<file path="config.mk">
export PLATFORM = sky130hd
export DESIGN_NAME = kbc_host_if
export DESIGN_NICKNAME = d
export VERILOG_FILES = /design/src/rtl/kbc_pkg.sv /design/src/rtl/kbc_rx_fifo.sv /design/src/rtl/kbc_cmd_decode.sv /design/src/rtl/kbc_src_arb.sv /design/src/rtl/kbc_host_if.sv
export SDC_FILE = /design/constraint.sdc
export NUM_CORES = 1
export LEC_CHECK = 0
export CAP_MARGIN = 5
export CORE_MARGIN = 5
export CORE_UTILIZATION = 65
export DETAILED_ROUTE_END_ITERATION = 10
export PLACE_DENSITY = 0.87
export SLEW_MARGIN = 20
export SYNTH_ARGS = -nofsm -noshare
export SYNTH_HDL_FRONTEND = slang
export SYNTH_SLANG_ARGS = --single-unit
</file>
<file path="constraint.sdc">
create_clock -name clk -period 11.2 [get_ports clk]
set_input_delay 1.68 -clock clk [delete_from_list [all_inputs] [get_ports clk]]
set_output_delay 1.68 -clock clk [all_outputs]
set_load 0.03 [all_outputs]
</file>
<file path="src/rtl/kbc_pkg.sv">
package kbc_pkg;

  // Command codes decoded on the command location
  localparam logic [7:0] OP_MODE_QUERY  = 8'h20;
  localparam logic [7:0] OP_MODE_LOAD   = 8'h60;
  localparam logic [7:0] OP_AUX_OFF     = 8'hA7;
  localparam logic [7:0] OP_AUX_ON      = 8'hA8;
  localparam logic [7:0] OP_AUX_PROBE   = 8'hA9;
  localparam logic [7:0] OP_SELF_CHECK  = 8'hAA;
  localparam logic [7:0] OP_KBD_PROBE   = 8'hAB;
  localparam logic [7:0] OP_KBD_OFF     = 8'hAD;
  localparam logic [7:0] OP_KBD_ON      = 8'hAE;
  localparam logic [7:0] OP_IN_QUERY    = 8'hC0;
  localparam logic [7:0] OP_PORT_QUERY  = 8'hD0;
  localparam logic [7:0] OP_PORT_LOAD   = 8'hD1;
  localparam logic [7:0] OP_KBUF_INJECT = 8'hD2;
  localparam logic [7:0] OP_ABUF_INJECT = 8'hD3;
  localparam logic [7:0] OP_AUX_SEND    = 8'hD4;
  localparam logic [7:0] OP_GATE_LOW    = 8'hDD;
  localparam logic [7:0] OP_GATE_HIGH   = 8'hDF;

  localparam logic [7:0] SELF_CHECK_OK  = 8'h55;

  // Mode byte bit positions
  localparam int MB_KIRQ = 0;
  localparam int MB_AIRQ = 1;
  localparam int MB_KOFF = 4;
  localparam int MB_AOFF = 5;

  // Output port bit positions
  localparam int OP_NRST = 0;
  localparam int OP_GATE = 1;

  typedef enum logic [2:0] {
    ARM_NONE, ARM_MODE, ARM_OUTP, ARM_KBUF, ARM_ABUF, ARM_AUXTX
  } arm_e;

  typedef enum logic [1:0] {
    RSP_MODE, RSP_PASS, RSP_ZERO, RSP_OUTP
  } rsp_e;

  typedef struct packed {
    arm_e arm;
    logic rsp_en;
    rsp_e rsp;
    logic selftest;
    logic aux_off;
    logic aux_on;
    logic kbd_off;
    logic kbd_on;
    logic gate_on;
    logic gate_off;
    logic rst_pulse;
  } ctl_act_t;

endpackage

</file>
<file path="src/rtl/kbc_rx_fifo.sv">
module kbc_rx_fifo #(
  parameter int W     = 8,
  parameter int DEPTH = 16
) (
  input  logic                         clk,
  input  logic                         rst,
  input  logic                         push,
  input  logic [W-1:0]                 din,
  input  logic                         pop,
  output logic [W-1:0]                 dout,
  output logic [$clog2(DEPTH+1)-1:0]   count
);
  localparam int AW = (DEPTH > 1) ? $clog2(DEPTH) : 1;
  localparam int CW = $clog2(DEPTH+1);

  logic [W-1:0]  mem [DEPTH];
  logic [AW-1:0] wp, rp;
  logic          full, empty, do_push, do_pop;

  assign full    = (count == CW'(DEPTH));
  assign empty   = (count == '0);
  assign do_push = push && !full;
  assign do_pop  = pop && !empty;
  assign dout    = mem[rp];

  function automatic logic [AW-1:0] bump(input logic [AW-1:0] p);
    return (p == AW'(DEPTH-1)) ? '0 : p + 1'b1;
  endfunction

  always_ff @(posedge clk) begin
    if (do_push) mem[wp] <= din;
  end

  always_ff @(posedge clk) begin
    if (rst) begin
      wp    <= '0;
      rp    <= '0;
      count <= '0;
    end else begin
      if (do_push) wp <= bump(wp);
      if (do_pop)  rp <= bump(rp);
      case ({do_push, do_pop})
        2'b10:   count <= count + 1'b1;
        2'b01:   count <= count - 1'b1;
        default: count <= count;
      endcase
    end
  end

  AST_NO_OVERFLOW: assert property (@(posedge clk) disable iff (rst)
    count <= CW'(DEPTH));
  AST_FULL_DROP: assert property (@(posedge clk) disable iff (rst)
    (full && push && !pop) |=> (count == CW'(DEPTH)));
  AST_EMPTY_POP_HOLDS: assert property (@(posedge clk) disable iff (rst)
    (empty && pop && !push) |=> (count == '0));

endmodule

</file>
<file path="src/rtl/kbc_cmd_decode.sv">
module kbc_cmd_decode
  import kbc_pkg::*;
(
  input  logic [7:0] cmd,
  output ctl_act_t   act
);
  always_comb begin
    act     = '0;
    act.arm = ARM_NONE;
    act.rsp = RSP_ZERO;
    if (cmd[7:4] == 4'hF) begin
      act.rst_pulse = ~cmd[0];
    end else begin
      case (cmd)
        OP_MODE_QUERY:  begin act.rsp_en = 1'b1; act.rsp = RSP_MODE; end
        OP_MODE_LOAD:   act.arm = ARM_MODE;
        OP_PORT_LOAD:   act.arm = ARM_OUTP;
        OP_KBUF_INJECT: act.arm = ARM_KBUF;
        OP_ABUF_INJECT: act.arm = ARM_ABUF;
        OP_AUX_SEND:    act.arm = ARM_AUXTX;
        OP_AUX_OFF:     act.aux_off = 1'b1;
        OP_AUX_ON:      act.aux_on  = 1'b1;
        OP_KBD_OFF:     act.kbd_off = 1'b1;
        OP_KBD_ON:      act.kbd_on  = 1'b1;
        OP_AUX_PROBE,
        OP_KBD_PROBE,
        OP_IN_QUERY:    begin act.rsp_en = 1'b1; act.rsp = RSP_ZERO; end
        OP_SELF_CHECK:  begin act.rsp_en = 1'b1; act.rsp = RSP_PASS; act.selftest = 1'b1; end
        OP_PORT_QUERY:  begin act.rsp_en = 1'b1; act.rsp = RSP_OUTP; end
        OP_GATE_HIGH:   act.gate_on  = 1'b1;
        OP_GATE_LOW:    act.gate_off = 1'b1;
        default:        act = act;
      endcase
    end
  end
endmodule

</file>
<file path="src/rtl/kbc_src_arb.sv">
module kbc_src_arb (
  input  logic kbd_has,
  input  logic aux_has,
  input  logic kirq_en,
  input  logic airq_en,
  input  logic kbd_off,
  output logic take_aux,
  output logic any_full,
  output logic aux_full,
  output logic irq_kbd_c,
  output logic irq_aux_c
);
  // Keyboard bytes always win when both streams hold data
  always_comb begin
    take_aux  = aux_has && !kbd_has;
    any_full  = kbd_has || aux_has;
    aux_full  = take_aux;
    irq_kbd_c = kbd_has && kirq_en && !kbd_off;
    irq_aux_c = take_aux && airq_en;
  end
endmodule

</file>
<file path="src/rtl/kbc_host_if.sv">
module kbc_host_if
  import kbc_pkg::*;
#(
  parameter int         FIFO_DEPTH = 16,
  parameter int         ADDR_W     = 8,
  parameter logic [7:0] ADDR_MASK  = 8'h04,
  parameter logic [7:0] MODE_INIT  = 8'h03,
  parameter logic [7:0] OUTP_INIT  = 8'h03
) (
  input  logic              clk,
  input  logic              rst,
  input  logic [ADDR_W-1:0] host_addr,
  input  logic              host_wr,
  input  logic [7:0]        host_wdata,
  input  logic              host_rd,
  output logic [7:0]        host_rdata,
  input  logic              kbd_rx_valid,
  input  logic [7:0]        kbd_rx_data,
  input  logic              aux_rx_valid,
  input  logic [7:0]        aux_rx_data,
  output logic              kbd_tx_valid,
  output logic [7:0]        kbd_tx_data,
  output logic              aux_tx_valid,
  output logic [7:0]        aux_tx_data,
  output logic              irq_kbd,
  output logic              irq_aux,
  output logic              a20_gate,
  output logic              sys_reset_req
);
  localparam int CW = $clog2(FIFO_DEPTH+1);
  localparam logic [ADDR_W-1:0] SEL_MASK = ADDR_W'(ADDR_MASK);
  localparam logic [7:0] OUTP_KEEP = 8'hCF;

  // Host access decode
  logic is_ctl, wr_cmd, wr_dat, rd_dat, rd_sts;
  assign is_ctl = |(host_addr & SEL_MASK);
  assign wr_cmd = host_wr &  is_ctl;
  assign wr_dat = host_wr & ~is_ctl;
  assign rd_dat = host_rd & ~is_ctl;
  assign rd_sts = host_rd &  is_ctl;

  // State
  logic [7:0] mode_q, outp_q;
  logic       selftest_q, cmdflag_q;
  arm_e       arm_q;

  ctl_act_t act;
  kbc_cmd_decode u_dec (.cmd(host_wdata), .act(act));

  // FIFOs and arbitration
  logic [7:0]    k_head, a_head, k_din, a_din, rsp_byte;
  logic [CW-1:0] k_cnt, a_cnt;
  logic          k_push, a_push, k_pop, a_pop, k_int, a_int;
  logic          kbd_has, aux_has, take_aux, any_full, aux_full;
  logic          irq_kbd_c, irq_aux_c;

  assign kbd_has = (k_cnt != '0);
  assign aux_has = (a_cnt != '0);

  kbc_src_arb u_arb (
    .kbd_has  (kbd_has),
    .aux_has  (aux_has),
    .kirq_en  (mode_q[MB_KIRQ]),
    .airq_en  (mode_q[MB_AIRQ]),
    .kbd_off  (mode_q[MB_KOFF]),
    .take_aux (take_aux),
    .any_full (any_full),
    .aux_full (aux_full),
    .irq_kbd_c(irq_kbd_c),
    .irq_aux_c(irq_aux_c)
  );

  logic [7:0] outp_view, status;
  assign outp_view = outp_q | {2'b00, aux_full, any_full, 4'b0000};
  assign status    = {2'b00, aux_full, 1'b1, cmdflag_q, selftest_q, 1'b0, any_full};

  always_comb begin
    case (act.rsp)
      RSP_MODE: rsp_byte = mode_q;
      RSP_PASS: rsp_byte = SELF_CHECK_OK;
      RSP_OUTP: rsp_byte = outp_view;
      default:  rsp_byte = 8'h00;
    endcase
  end

  // Internally generated bytes take the single write port ahead of devices
  assign k_int  = (wr_cmd && act.rsp_en) || (wr_dat && arm_q == ARM_KBUF);
  assign a_int  = wr_dat && arm_q == ARM_ABUF;
  assign k_din  = k_int ? (wr_cmd ? rsp_byte : host_wdata) : kbd_rx_data;
  assign a_din  = a_int ? host_wdata : aux_rx_data;
  assign k_push = k_int || kbd_rx_valid;
  assign a_push = a_int || aux_rx_valid;
  assign a_pop  = rd_dat && take_aux;
  assign k_pop  = rd_dat && kbd_has;

  kbc_rx_fifo #(.W(8), .DEPTH(FIFO_DEPTH)) u_kfifo (
    .clk(clk), .rst(rst), .push(k_push), .din(k_din),
    .pop(k_pop), .dout(k_head), .count(k_cnt)
  );

  kbc_rx_fifo #(.W(8), .DEPTH(FIFO_DEPTH)) u_afifo (
    .clk(clk), .rst(rst), .push(a_push), .din(a_din),
    .pop(a_pop), .dout(a_head), .count(a_cnt)
  );

  assign irq_kbd  = irq_kbd_c;
  assign irq_aux  = irq_aux_c;
  assign a20_gate = outp_q[OP_GATE];

  // Register updates
  always_ff @(posedge clk) begin
    if (rst) begin
      mode_q        <= MODE_INIT;
      outp_q        <= OUTP_INIT & OUTP_KEEP;
      selftest_q    <= 1'b0;
      cmdflag_q     <= 1'b1;
      arm_q         <= ARM_NONE;
      kbd_tx_valid  <= 1'b0;
      kbd_tx_data   <= 8'h00;
      aux_tx_valid  <= 1'b0;
      aux_tx_data   <= 8'h00;
      sys_reset_req <= 1'b0;
      host_rdata    <= 8'h00;
    end else begin
      kbd_tx_valid  <= 1'b0;
      aux_tx_valid  <= 1'b0;
      sys_reset_req <= 1'b0;

      if (rd_sts) host_rdata <= status;
      else if (rd_dat) host_rdata <= take_aux ? a_head : (kbd_has ? k_head : 8'h00);

      if (wr_cmd) begin
        cmdflag_q <= 1'b1;
        if (act.arm != ARM_NONE) arm_q <= act.arm;
        if (act.selftest) selftest_q <= 1'b1;
        if (act.aux_off)  mode_q[MB_AOFF] <= 1'b1;
        if (act.aux_on)   mode_q[MB_AOFF] <= 1'b0;
        if (act.kbd_off)  mode_q[MB_KOFF] <= 1'b1;
        if (act.kbd_on)   mode_q[MB_KOFF] <= 1'b0;
        if (act.gate_on)  outp_q[OP_GATE] <= 1'b1;
        if (act.gate_off) outp_q[OP_GATE] <= 1'b0;
        sys_reset_req <= act.rst_pulse;
      end else if (wr_dat) begin
        cmdflag_q <= 1'b0;
        arm_q     <= ARM_NONE;
        case (arm_q)
          ARM_NONE: begin
            kbd_tx_valid <= 1'b1;
            kbd_tx_data  <= host_wdata;
          end
          ARM_MODE: mode_q <= host_wdata;
          ARM_OUTP: begin
            outp_q        <= host_wdata & OUTP_KEEP;
            sys_reset_req <= ~host_wdata[OP_NRST];
          end
          ARM_AUXTX: begin
            aux_tx_valid <= 1'b1;
            aux_tx_data  <= host_wdata;
          end
          default: arm_q <= ARM_NONE;
        endcase
      end
    end
  end

  AST_LATCH_CLEARS: assert property (@(posedge clk) disable iff (rst)
    wr_dat |=> (arm_q == ARM_NONE));
  AST_RDATA_HOLDS: assert property (@(posedge clk) disable iff (rst)
    !host_rd |=> $stable(host_rdata));
  AST_RESET_PULSE: assert property (@(posedge clk) disable iff (rst)
    sys_reset_req |=> !sys_reset_req);
  AST_KIRQ_SOURCE: assert property (@(posedge clk) disable iff (rst)
    irq_kbd |-> (k_cnt != '0) && !mode_q[MB_KOFF]);
  AST_AIRQ_SOURCE: assert property (@(posedge clk) disable iff (rst)
    irq_aux |-> (a_cnt != '0) && (k_cnt == '0));
  AST_IRQ_ONEHOT: assert property (@(posedge clk) disable iff (rst)
    $onehot0({irq_kbd, irq_aux}));
  AST_TX_PULSE: assert property (@(posedge clk) disable iff (rst)
    kbd_tx_valid |-> $past(wr_dat));

endmodule

</file>
==> out/results.txt, run 1 <==
post-synth top area share - 54.2%
Logic pwr share - 11.9%
vias after detailed routing - 8859
Max Cap Violations - 0
Inserted Clock Buffers - 30
TNS Setup - 0 ps
clk sink count - 336
Reg clk slew, reported paths - 60 ps
post-synthesis cell type count - 68
vias per inst - 6.79
sequential area share after synthesis - 65.5%
Post-synth EDFFs - 256
Slew HR - 23.4%
Top Ports - 68
r2r setup slk - 6980 ps
Internal - 2060 uW
P_leak - 0.00526 uW
cells on worst reg2reg path - 11
hold buffer count at cts - 0
grt ovf - 0
Final WS setup - 5780 ps
Die Span X - 158 um
vias in the first global route - 8819
Worst-Margin Slew - 1140 ps
worst-path fanout max - 16
worst skew pair latency - 550 ps
Post-CTS Setup Bufs - 0
post-CTS sizing - 0
fmax - 185 MHz
placer congestion estimate - 0.819
TritonCTS clock tree - yes
RSZ-0062 raised after global routing - no
CTS max path bufs - 3
Post-Syn Nets - 1011
Initial Utilization - 65.4%
Post-Synthesis Cells - 955
core footprint - 21700 um2
Min Clock Period, post-route - 5420 ps
CP required - 11670 ps
hold path startpoint - mode_q[3]
Port Buffers - 60
post-DP HPWL - 20400 um
critical path type - input pin to flop
Slew Viols, Final - 0
share of post-route cells with drive strength above 1 - 14.5%
FF+latch count, synth - 336
Synth area leaders - edfxtp_1 54%, dfxtp_1 11%, mux4_2 9.7%
R2R Path End - u_afifo.count[4]
Hold Vio Cnt, Final - 0
Place WS - 5380 ps
sw frac - 24.4%
hold path depth - 2
post-synthesis cell area - 14200 um2
dominant synthesized flop cell - edfxtp_1
Switch Pwr - 664 uW
Flop pwr share - 51.5%
DIE AREA - 24900 um2
overall routing resource usage - 28.2%
Hold Path End - mode_q[3]
CP arrival - 5890 ps
DR pass1 iterations - 5
FILL cells - 1210
Synth Warn # - 0
Final Setup Violations - 0
Antenna Nets Post-Route - 0
Post-synth ARST share - 0%
clock power share - 36.5%
Rows - 54
Die Height - 158 um
Avg Inst Size Synth - 14.9 um2
Final period util - 48.4%
clk root buf - clkbuf_16
Starting DRT DRC Count - 1118
final worst clock skew - 12.0 ps
pwr dens - 171 nW/um2
Residual DRC - 0
drt total wl - 34200 um
ANT cells - 0
status - finished clean
Area Overhead vs Synth - 12.2%
CP endpoint kind - flop
final net count - 1057
initial antenna violation count - 0
IR drop worst, VDD - 0.164 mV
wire per inst - 26.2 um
H-tree levels - 1
cell taking the most area after synthesis - edfxtp_1
largest net degree at the start of global routing - 74
reg2reg start - u_afifo.count[1]
Hold WC Path Type - flop to flop
global-route wire length before repair - 52700 um
CP Launch Type - input pin
hold slack final - 458 ps
==> stage by stage <==
stage	cells	instance area (um2)	power [uW]	utilization, %
2_1_floorplan	955	14200	1630	-
3_3_place_gp	1249	15000	1730	69.1
3_5_place_dp	1249	15000	1740	69.1
4_1_cts	1305	15900	2720	73.4
5_1_grt	1305	15900	2810	73.4
6_report	1305	15900	2720	73.4
==> worst max-delay path, cell delays in order <==
cell and delay, ps:
clkdlybuf4s50_1 750, nor4bb_1 800, and3b_1 310, o211ai_1 150, nand2_1 340, inv_1 110, ha_1 320, xor2_1 190
ha_1 200, a21oi_1 270, a311o_1 210, a31oi_1 50, or3_1 350, a21oi_1 150
==> layout by cell type, fill, tap and decap left out, types with 7 or more instances in the layout <==
master	instances
edfxtp_1	256
dfxtp_1	79
nor2_1	74
mux4_2	61
clkdlybuf4s50_1	59
a21oi_1	48
nand2_1	42
mux2i_1	39
clkbuf_16	31
and3_1	29
inv_1	22
mux2_2	22
nor2b_1	21
o21ai_0	18
ha_1	17
a31oi_1	12
clkbuf_1	12
and2_1	11
o211ai_1	11
a211oi_1	11
buf_4	11
xor2_1	7
nor3_1	7
nand3_1	7
==> per-layer routing <==
layer  GRT usage, %  up-vias  share of wire, %
met3           4.89       94               9.6
met1           38.4     4395                37
met4           8.85        0               3.7
met5              0        -                 0
met2           47.2      587                49
li1               -     3783                 -
==> how the worst max path moves through the flow <==
stage / start / to / depth (start not counted)
4_1_cts: host_wdata[5] / u_kfifo.count[4] / 14
5_1_grt: host_wdata[7] / u_kfifo.count[4] / 14
3_3_place_gp: host_wdata[7] / u_kfifo.count[4] / 14
6_report: host_wdata[5] / u_kfifo.count[4] / 14
2_1_floorplan: host_wdata[4] / u_kfifo.count[4] / 16
3_5_place_dp: host_wdata[5] / u_kfifo.count[4] / 14
==> power by group through the flow <==
stage | combinational (uW) | sequential, uW | clock, uW
6_report | 325 | 1400 | 995
3_5_place_dp | 313 | 1430 | 0
5_1_grt | 348 | 1410 | 1050
4_1_cts | 323 | 1400 | 997
2_1_floorplan | 210 | 1420 | 0
3_3_place_gp | 302 | 1430 | 0
==> state kept, by name, summed over array words and instances (netlist names), named ones only <==
register / cells
u_afifo.mem: 128
u_kfifo.mem: 128
aux_tx_data: 8
host_rdata: 8
kbd_tx_data: 8
mode_q: 8
outp_q: 6
u_afifo.count: 5
u_kfifo.count: 5
u_afifo.rp: 4
u_afifo.wp: 4
u_kfifo.rp: 4
u_kfifo.wp: 4
arm_q: 3
aux_tx_valid: 1
cmdflag_q: 1
kbd_tx_valid: 1
selftest_q: 1
sys_reset_req: 1
==> synthesized netlist by cell type (all sizes together), types with 3 or more instances <==
| library cell | count |
|---|---|
| xor2 | 7 |
| and3b | 4 |
| or4 | 4 |
| mux2 | 22 |
| mux2i | 39 |
| a22oi | 4 |
| nand3b | 5 |
| o32ai | 3 |
| or2 | 4 |
| nand3 | 7 |
| nand2b | 7 |
| o21ai | 19 |
| and3 | 29 |
| ha | 17 |
| dfxtp | 80 |
| nor3b | 4 |
| clkbuf | 43 |
| xnor2 | 3 |
| nor2b | 21 |
| mux4 | 61 |
| nor2 | 75 |
| buf | 14 |
| nand2 | 43 |
| nor3 | 7 |
| o22ai | 6 |
| a31oi | 12 |
| a311o | 3 |
| a221oi | 5 |
| or3 | 6 |
| nand4 | 4 |
| o31ai | 4 |
| o211ai | 11 |
| inv | 22 |
| a21oi | 48 |
| edfxtp | 256 |
| and2 | 11 |
| a211oi | 12 |
==> cell families after synthesis <==
kind of cell	after synthesis	synth area share, %
DFF	336	65.5
and+or+nand+nor	243	9.03
AOI/OAI and AO/OA	146	6.76
muxes	122	14.2
buffers and inverters	80	2.30
adders and majority gates	18	1.64
xor gates and xnor gates	10	0.617
==> final cells by class <==
class                   instances  area (um2)  area share (%)
clock buffers                  47         876            5.50
well taps                     280         350            2.20
flip-flops and latches        336        9290            58.3
multi-input cells             539        4570            28.7
inverters                      23        87.6           0.550
clock inverters                 9        70.1           0.440
repair buffers                 71         678            4.26
(Power assumes the default switching activity.)
==> run 2, diff against run 1 <==
--- a/config.mk
+++ b/config.mk
@@ -7,9 +7,9 @@
 export LEC_CHECK = 0
 export CAP_MARGIN = 5
 export CORE_MARGIN = 5
-export CORE_UTILIZATION = 65
+export CORE_UTILIZATION = 54
 export DETAILED_ROUTE_END_ITERATION = 10
-export PLACE_DENSITY = 0.87
+export PLACE_DENSITY = 0.77
 export SLEW_MARGIN = 20
 export SYNTH_ARGS = -nofsm -noshare
 export SYNTH_HDL_FRONTEND = slang
==> constraint.sdc (replaced) <==
create_clock -name clk -period 4.6 [get_ports clk]
set_input_delay 0.69 -clock clk [delete_from_list [all_inputs] [get_ports clk]]
set_output_delay 0.69 -clock clk [all_outputs]
set_load 0.03 [all_outputs]
==> out/results.txt, run 2 (synthesis results as in run 1) <==
Hold WC Path Type - flop to flop
vias after detailed routing - 8493 (-4.1%)
Critical path origin - u_kfifo.count[1]
Port Buffers - 60 (unchanged)
hold buffer count at cts - 0 (unchanged)
commonest non-fill, non-tap cells in the layout - 256 x edfxtp_1, 78 x dfxtp_1, 74 x nor2_1
Top Ports - 68 (unchanged)
post-DP HPWL - 21100 um (+3.3%)
CP endpoint kind - output pin
P_leak - 0.00546 uW (+3.9%)
Max Cap Violations - 0 (unchanged)
Inserted Clock Buffers - 31 (+3.3%)
clk root buf - clkbuf_16
worst skew pair latency - 550 ps (about the same)
drt total wl - 31700 um (-7.5%)
status - finished clean
RSZ-0062 raised after global routing - no
Slew HR - 31.3% (+7.9 points)
global-route wire length before repair - 49400 um (-6.3%)
fmax - 279 MHz
largest net degree at the start of global routing - 30 (-59%)
final net count - 1078 (+2.0%)
Die Span X - 172 um (+9.1%)
Hold Vio Cnt, Final - 0 (unchanged)
Min Clock Period, post-route - 3590 ps
CTS max path bufs - 3 (unchanged)
CP arrival - 2900 ps (-2990 ps)
vias per inst - 6.15 (-9.4%)
DIE AREA - 29600 um2 (+19%)
largest registers - u_afifo.mem: 128 flops, u_kfifo.mem: 128 flops
grt ovf - 0 (unchanged)
Die Height - 172 um (+9.1%)
Final period util - 78.0%
initial antenna violation count - 1 (+1)
r2r setup slk - 1230 ps (-5750 ps)
pwr dens - 430 nW/um2 (+150%)
wire per inst - 22.9 um (-13%)
reg2reg start - u_kfifo.count[1]
Rows - 59 (+9.3%)
CP cell instances - or4_4, a211oi_4, buf_4, and2_1, clkdlybuf4s50_1
vias in the first global route - 8564 (-2.9%)
Starting DRT DRC Count - 727 (-35%)
Reg clk slew, reported paths - 70 ps (about the same)
CP Launch Type - flop
ANT cells - 0 (unchanged)
post-CTS sizing - 0 (unchanged)
DR pass1 iterations - 5 (unchanged)
Slew Viols, Final - 0 (unchanged)
Residual DRC - 0 (unchanged)
IR drop worst, VDD - 0.308 mV (+87%)
TNS Setup - 0 ps (unchanged)
overall routing resource usage - 21.8% (-6.4 points)
total power - 7020 uW (+160%)
Antenna Nets Post-Route - 0 (unchanged)
Post-CTS Setup Bufs - 0 (unchanged)
Final Setup Violations - 0 (unchanged)
TritonCTS clock tree - yes
Area Overhead vs Synth - 15.2%
CP required - 3910 ps (-7760 ps)
H-tree levels - 1 (unchanged)
critical path type - flop to output pin
Initial Utilization - 54.6% (-11 points)
CP max stage cell - clkdlybuf4s50_1
FILL cells - 1851 (+53%)
hold path startpoint - mode_q[2]
final worst clock skew - 18.8 ps (+6.78 ps)
clk sink count - 336 (unchanged)
worst-path fanout max - 8 (-8)
placer congestion estimate - 0.888 (+8.5%)
commonest non-fill, non-tap cell in the layout - edfxtp_1
crit-path max cell delay - 700 ps (-100 ps)
core footprint - 26000 um2 (+20%)
Worst-Margin Slew - 1030 ps (-109 ps)
share of post-route cells with drive strength above 1 - 17.4% (+2.9 points)
## run 2: cell types whose count changed in the layout (fill, tap and decap cells not counted), sizes merged
cell,delta
clkbuf,-3
bufinv,+5
clkinv,-1
buf,+20
## run 2: worst paths after layout
check / end / cells past startpoint
setup / recovery: irq_aux / 5
hold / removal: mode_q[2] / 2
setup reg to reg: u_afifo.count[4] / 12
hold reg to reg: mode_q[2] / 2
## run 2: final cells by class
| type | count | area, um2 | share of cell area, % |
|---|---|---|---|
| Timing Repair Buffer | 91 | 828 | 5.07 |
| Inverter | 23 | 87.6 | 0.536 |
| Clock buffer | 44 | 925 | 5.66 |
| Tap cell | 335 | 419 | 2.56 |
| Multi-Input combinational cell | 539 | 4570 | 28.0 |
| Clock inverter | 13 | 218 | 1.33 |
| Sequential cell | 336 | 9290 | 56.9 |
## run 2: where the power goes
part	total, uW	internal, uW	leakage [uW]	switching, uW
Clock	2810	1730	0.000566	1080
Sequential	3420	3330	0.00296	86.7
Combinational	797	346	0.00193	451
## run 2: critical path: cells and delay by family, from the launching register on
kind	cells	cell delay, ps
buf+inv	2	940
flops	1	400
simple gates	2	700
compound gates	1	300
## run 2: per-stage QoR
stage	worst slack (ps)	hold WS (ps)	util, %	instance area [um2]	cells
floorplan	873	426	-	14200	955
global placement	600	443	58.5	15200	1324
detailed placement	545	452	58.5	15200	1324
CTS	1000	460	62.9	16300	1381
global route	862	486	62.9	16300	1381
finish	1010	461	62.9	16300	1381
## run 2: metal layers
| metal | up-vias | part of all wire (%) | GRT usage (%) |
|---|---|---|---|
| met4 | 2 | 2.9 | 6.56 |
| met2 | 354 | 47 | 34.4 |
| met1 | 4247 | 42 | 30.8 |
| met3 | 60 | 8.0 | 4.87 |
| li1 | 3830 | - | - |
| met5 | - | 0.041 | 0 |
==> run 3, diff against run 2 <==
==> constraint.sdc (replaced) <==
create_clock -name clk -period 3 [get_ports clk]
set_input_delay 0.45 -clock clk [delete_from_list [all_inputs] [get_ports clk]]
set_output_delay 0.45 -clock clk [all_outputs]
set_load 0.03 [all_outputs]
==> out/results.txt, run 3 (synthesis results as in run 1) <==
status - finished clean
final worst clock skew - 23.9 ps (+5.10 ps)
FF+latch area - 9290 um2 (unchanged)
hold buffer count at cts - 0 (unchanged)
reg2reg start - u_kfifo.count[2]
FILL cells - 1762 (-4.8%)
largest registers - u_afifo.mem: 128 flops, u_kfifo.mem: 128 flops
hold path startpoint - rst
clk root buf - clkbuf_16
largest net degree at the start of global routing - 26 (-13%)
Max Cap Violations - 0 (unchanged)
placer congestion estimate - 0.842 (-5.1%)
Layout Cells excl Fill - 1473 (+6.7%)
share of post-route cells with drive strength above 1 - 25.0% (+7.6 points)
Top Ports - 68 (unchanged)
TritonCTS clock tree - yes
Residual DRC - 0 (unchanged)
Min Clock Period, post-route - 2970 ps
vias per inst - 6.15 (about the same)
drt total wl - 35200 um (+11%)
CP required - 3450 ps (-460 ps)
DR pass1 iterations - 5 (unchanged)
vias in the first global route - 9123 (+6.5%)
CP arrival - 3420 ps (+520 ps)
placed cell areas - 16100 um2 (+5.6%)
H-tree levels - 2 (+1)
CP cell instances - or4_4, a211oi_4, nand2b_4, inv_4, ha_4, inv_1, fa_2, nor2b_2, o21ai_1, and3_1, or4_4, a21oi_2
Flop pwr share - 47.3% (-1.4 points)
Reg clk slew, reported paths - 60 ps (about the same)
Hold Path End - u_kfifo.count[0]
fmax - 337 MHz
Worst-Margin Slew - 768 ps (-260 ps)
final net count - 1168 (+8.3%)
core footprint - 26000 um2 (unchanged)
commonest non-fill, non-tap cells in the layout - 256 x edfxtp_1, 105 x buf_4, 78 x dfxtp_1
post-layout util - 66.4% (+3.5 points)
multi-input logic area - 4650 um2 (+1.6%)
Switch Pwr - 2680 uW (+66%)
crit-path max cell delay - 570 ps (-130 ps)
clock power share - 39.6% (-0.4 points)
worst-path fanout max - 3 (-5)
Hold Vio Cnt, Final - 0 (unchanged)
total power - 11000 uW (+57%)
Hold WC Path Type - input pin to flop
IR drop worst, VDD - 0.449 mV (+46%)
commonest non-fill, non-tap cell in the layout - edfxtp_1
CP max stage cell - or4_4
Slew HR - 48.7% (+17 points)
Final period util - 99.0%
Starting DRT DRC Count - 798 (+9.8%)
sw frac - 24.3% (+1.3 points)
most used cell, CP - or4_4
Rows - 59 (unchanged)
final instance area - 17200 um2 (+5.5%)
ANT cells - 0 (unchanged)
post-DP HPWL - 23000 um (+9.5%)
worst skew pair latency - 530 ps (-20 ps)
R2R Path End - u_afifo.count[4]
hold path depth - 2 (unchanged)
clk sink count - 336 (unchanged)
vias after detailed routing - 9064 (+6.7%)
Initial Utilization - 54.6% (unchanged)
Die Height - 172 um (unchanged)
DIE AREA - 29600 um2 (unchanged)
Final Setup Violations - 0 (unchanged)
CP endpoint kind - flop
pwr dens - 640 nW/um2 (+49%)
Cells after DPL - 1410 (+6.5%)
Inserted Clock Buffers - 35 (+13%)
critical path type - flop to flop
overall routing resource usage - 24.0% (+2.2 points)
cells on worst reg2reg path - 12 (unchanged)
Die Span X - 172 um (unchanged)
P_leak - 0.00594 uW (+8.7%)
r2r setup slk - 30 ps (-1200 ps)
Antenna Nets Post-Route - 0 (unchanged)
WP buf/inv - 2 (unchanged)
Top delay family on crit path - simple AND/OR/NAND/NOR gates
Slew Viols, Final - 0 (unchanged)
initial antenna violation count - 0 (-1)
Area Overhead vs Synth - 21.6%
CTS max path bufs - 3 (unchanged)
grt ovf - 0 (unchanged)
Internal - 8350 uW (+54%)
CP Launch Type - flop
wire per inst - 23.9 um (+4.2%)
Port Buffers - 60 (unchanged)
global-route wire length before repair - 53400 um (+8.0%)
Logic pwr share - 13.1% (+1.7 points)
==> run 3: cell count changes in the layout (fill, tap and decap cells not counted), moves of 3 or more <==
cell / change
a21oi_1: -3
a21oi_2: +3
buf_12: +12
buf_4: +74
clkbuf_16: +4
clkbuf_8: -7
clkinvlp_4: +4
ha_1: -3
==> run 3: timing repair <==
item	in CTS	in global routing
setup buffers	0	0
setup endpoints to repair	1	2
resized for setup	1	7
pin swaps	0	2
==> run 3: worst max path at each step <==
stage / to / startpoint / cells past startpoint
2_1_floorplan: u_kfifo.count[4] / host_wdata[4] / 16
3_3_place_gp: u_afifo.count[4] / host_addr[2] / 12
3_5_place_dp: u_kfifo.count[2] / host_wdata[7] / 15
4_1_cts: u_afifo.count[4] / u_kfifo.count[0] / 12
5_1_grt: u_afifo.count[4] / u_kfifo.count[2] / 12
6_report: u_afifo.count[4] / u_kfifo.count[2] / 12
==> run 3: per-stage QoR <==
| step | setup slack [ps] | hold slack, ps | setup TNS, ps |
|---|---|---|---|
| after floorplan | -119 | 426 | -148 |
| after global placement | -254 | 440 | -882 |
| after detailed placement | -334 | 449 | -1090 |
| after CTS | 62.6 | 322 | 0 |
| after global routing | -21.0 | 333 | -21.0 |
| final | 29.0 | 335 | 0 |
==> run 3: power groups by stage <==
stage / clock [uW] / combinational (uW) / sequential [uW]
global placement: 0 / 1370 / 5310
global route: 4640 / 1530 / 5230
detailed placement: 0 / 1400 / 5320
floorplan: 0 / 804 / 5310
finish: 4370 / 1440 / 5220
CTS: 4410 / 1420 / 5220
==> run 3: per-layer routing <==
metal / track usage [%] / routed length [um] / vias up
li1: - / - / 4005
met1: 32.4 / 13600 / 4509
met2: 39.5 / 17100 / 473
met3: 5.19 / 3410 / 77
met4: 7.79 / 1140 / 0
met5: 0 / 0 / -
==> run 3: final cells by class <==
cell class | count | area share [%]
flip-flops and latches | 336 | 53.9
multi-input cells | 539 | 26.9
repair buffers | 177 | 9.41
clock buffers | 43 | 5.43
well taps | 335 | 2.43
clock inverters | 20 | 1.39
inverters | 23 | 0.530
==> run 3: worst register-to-register path, delay by kind of cell, from the launching register on <==
kind | cells | cell delay [ps]
DFF | 1 | 330
adders and majority gates | 2 | 500
buffers and inverters | 2 | 150
AOI/OAI and AO/OA | 3 | 510
and+or+nand+nor | 5 | 1440
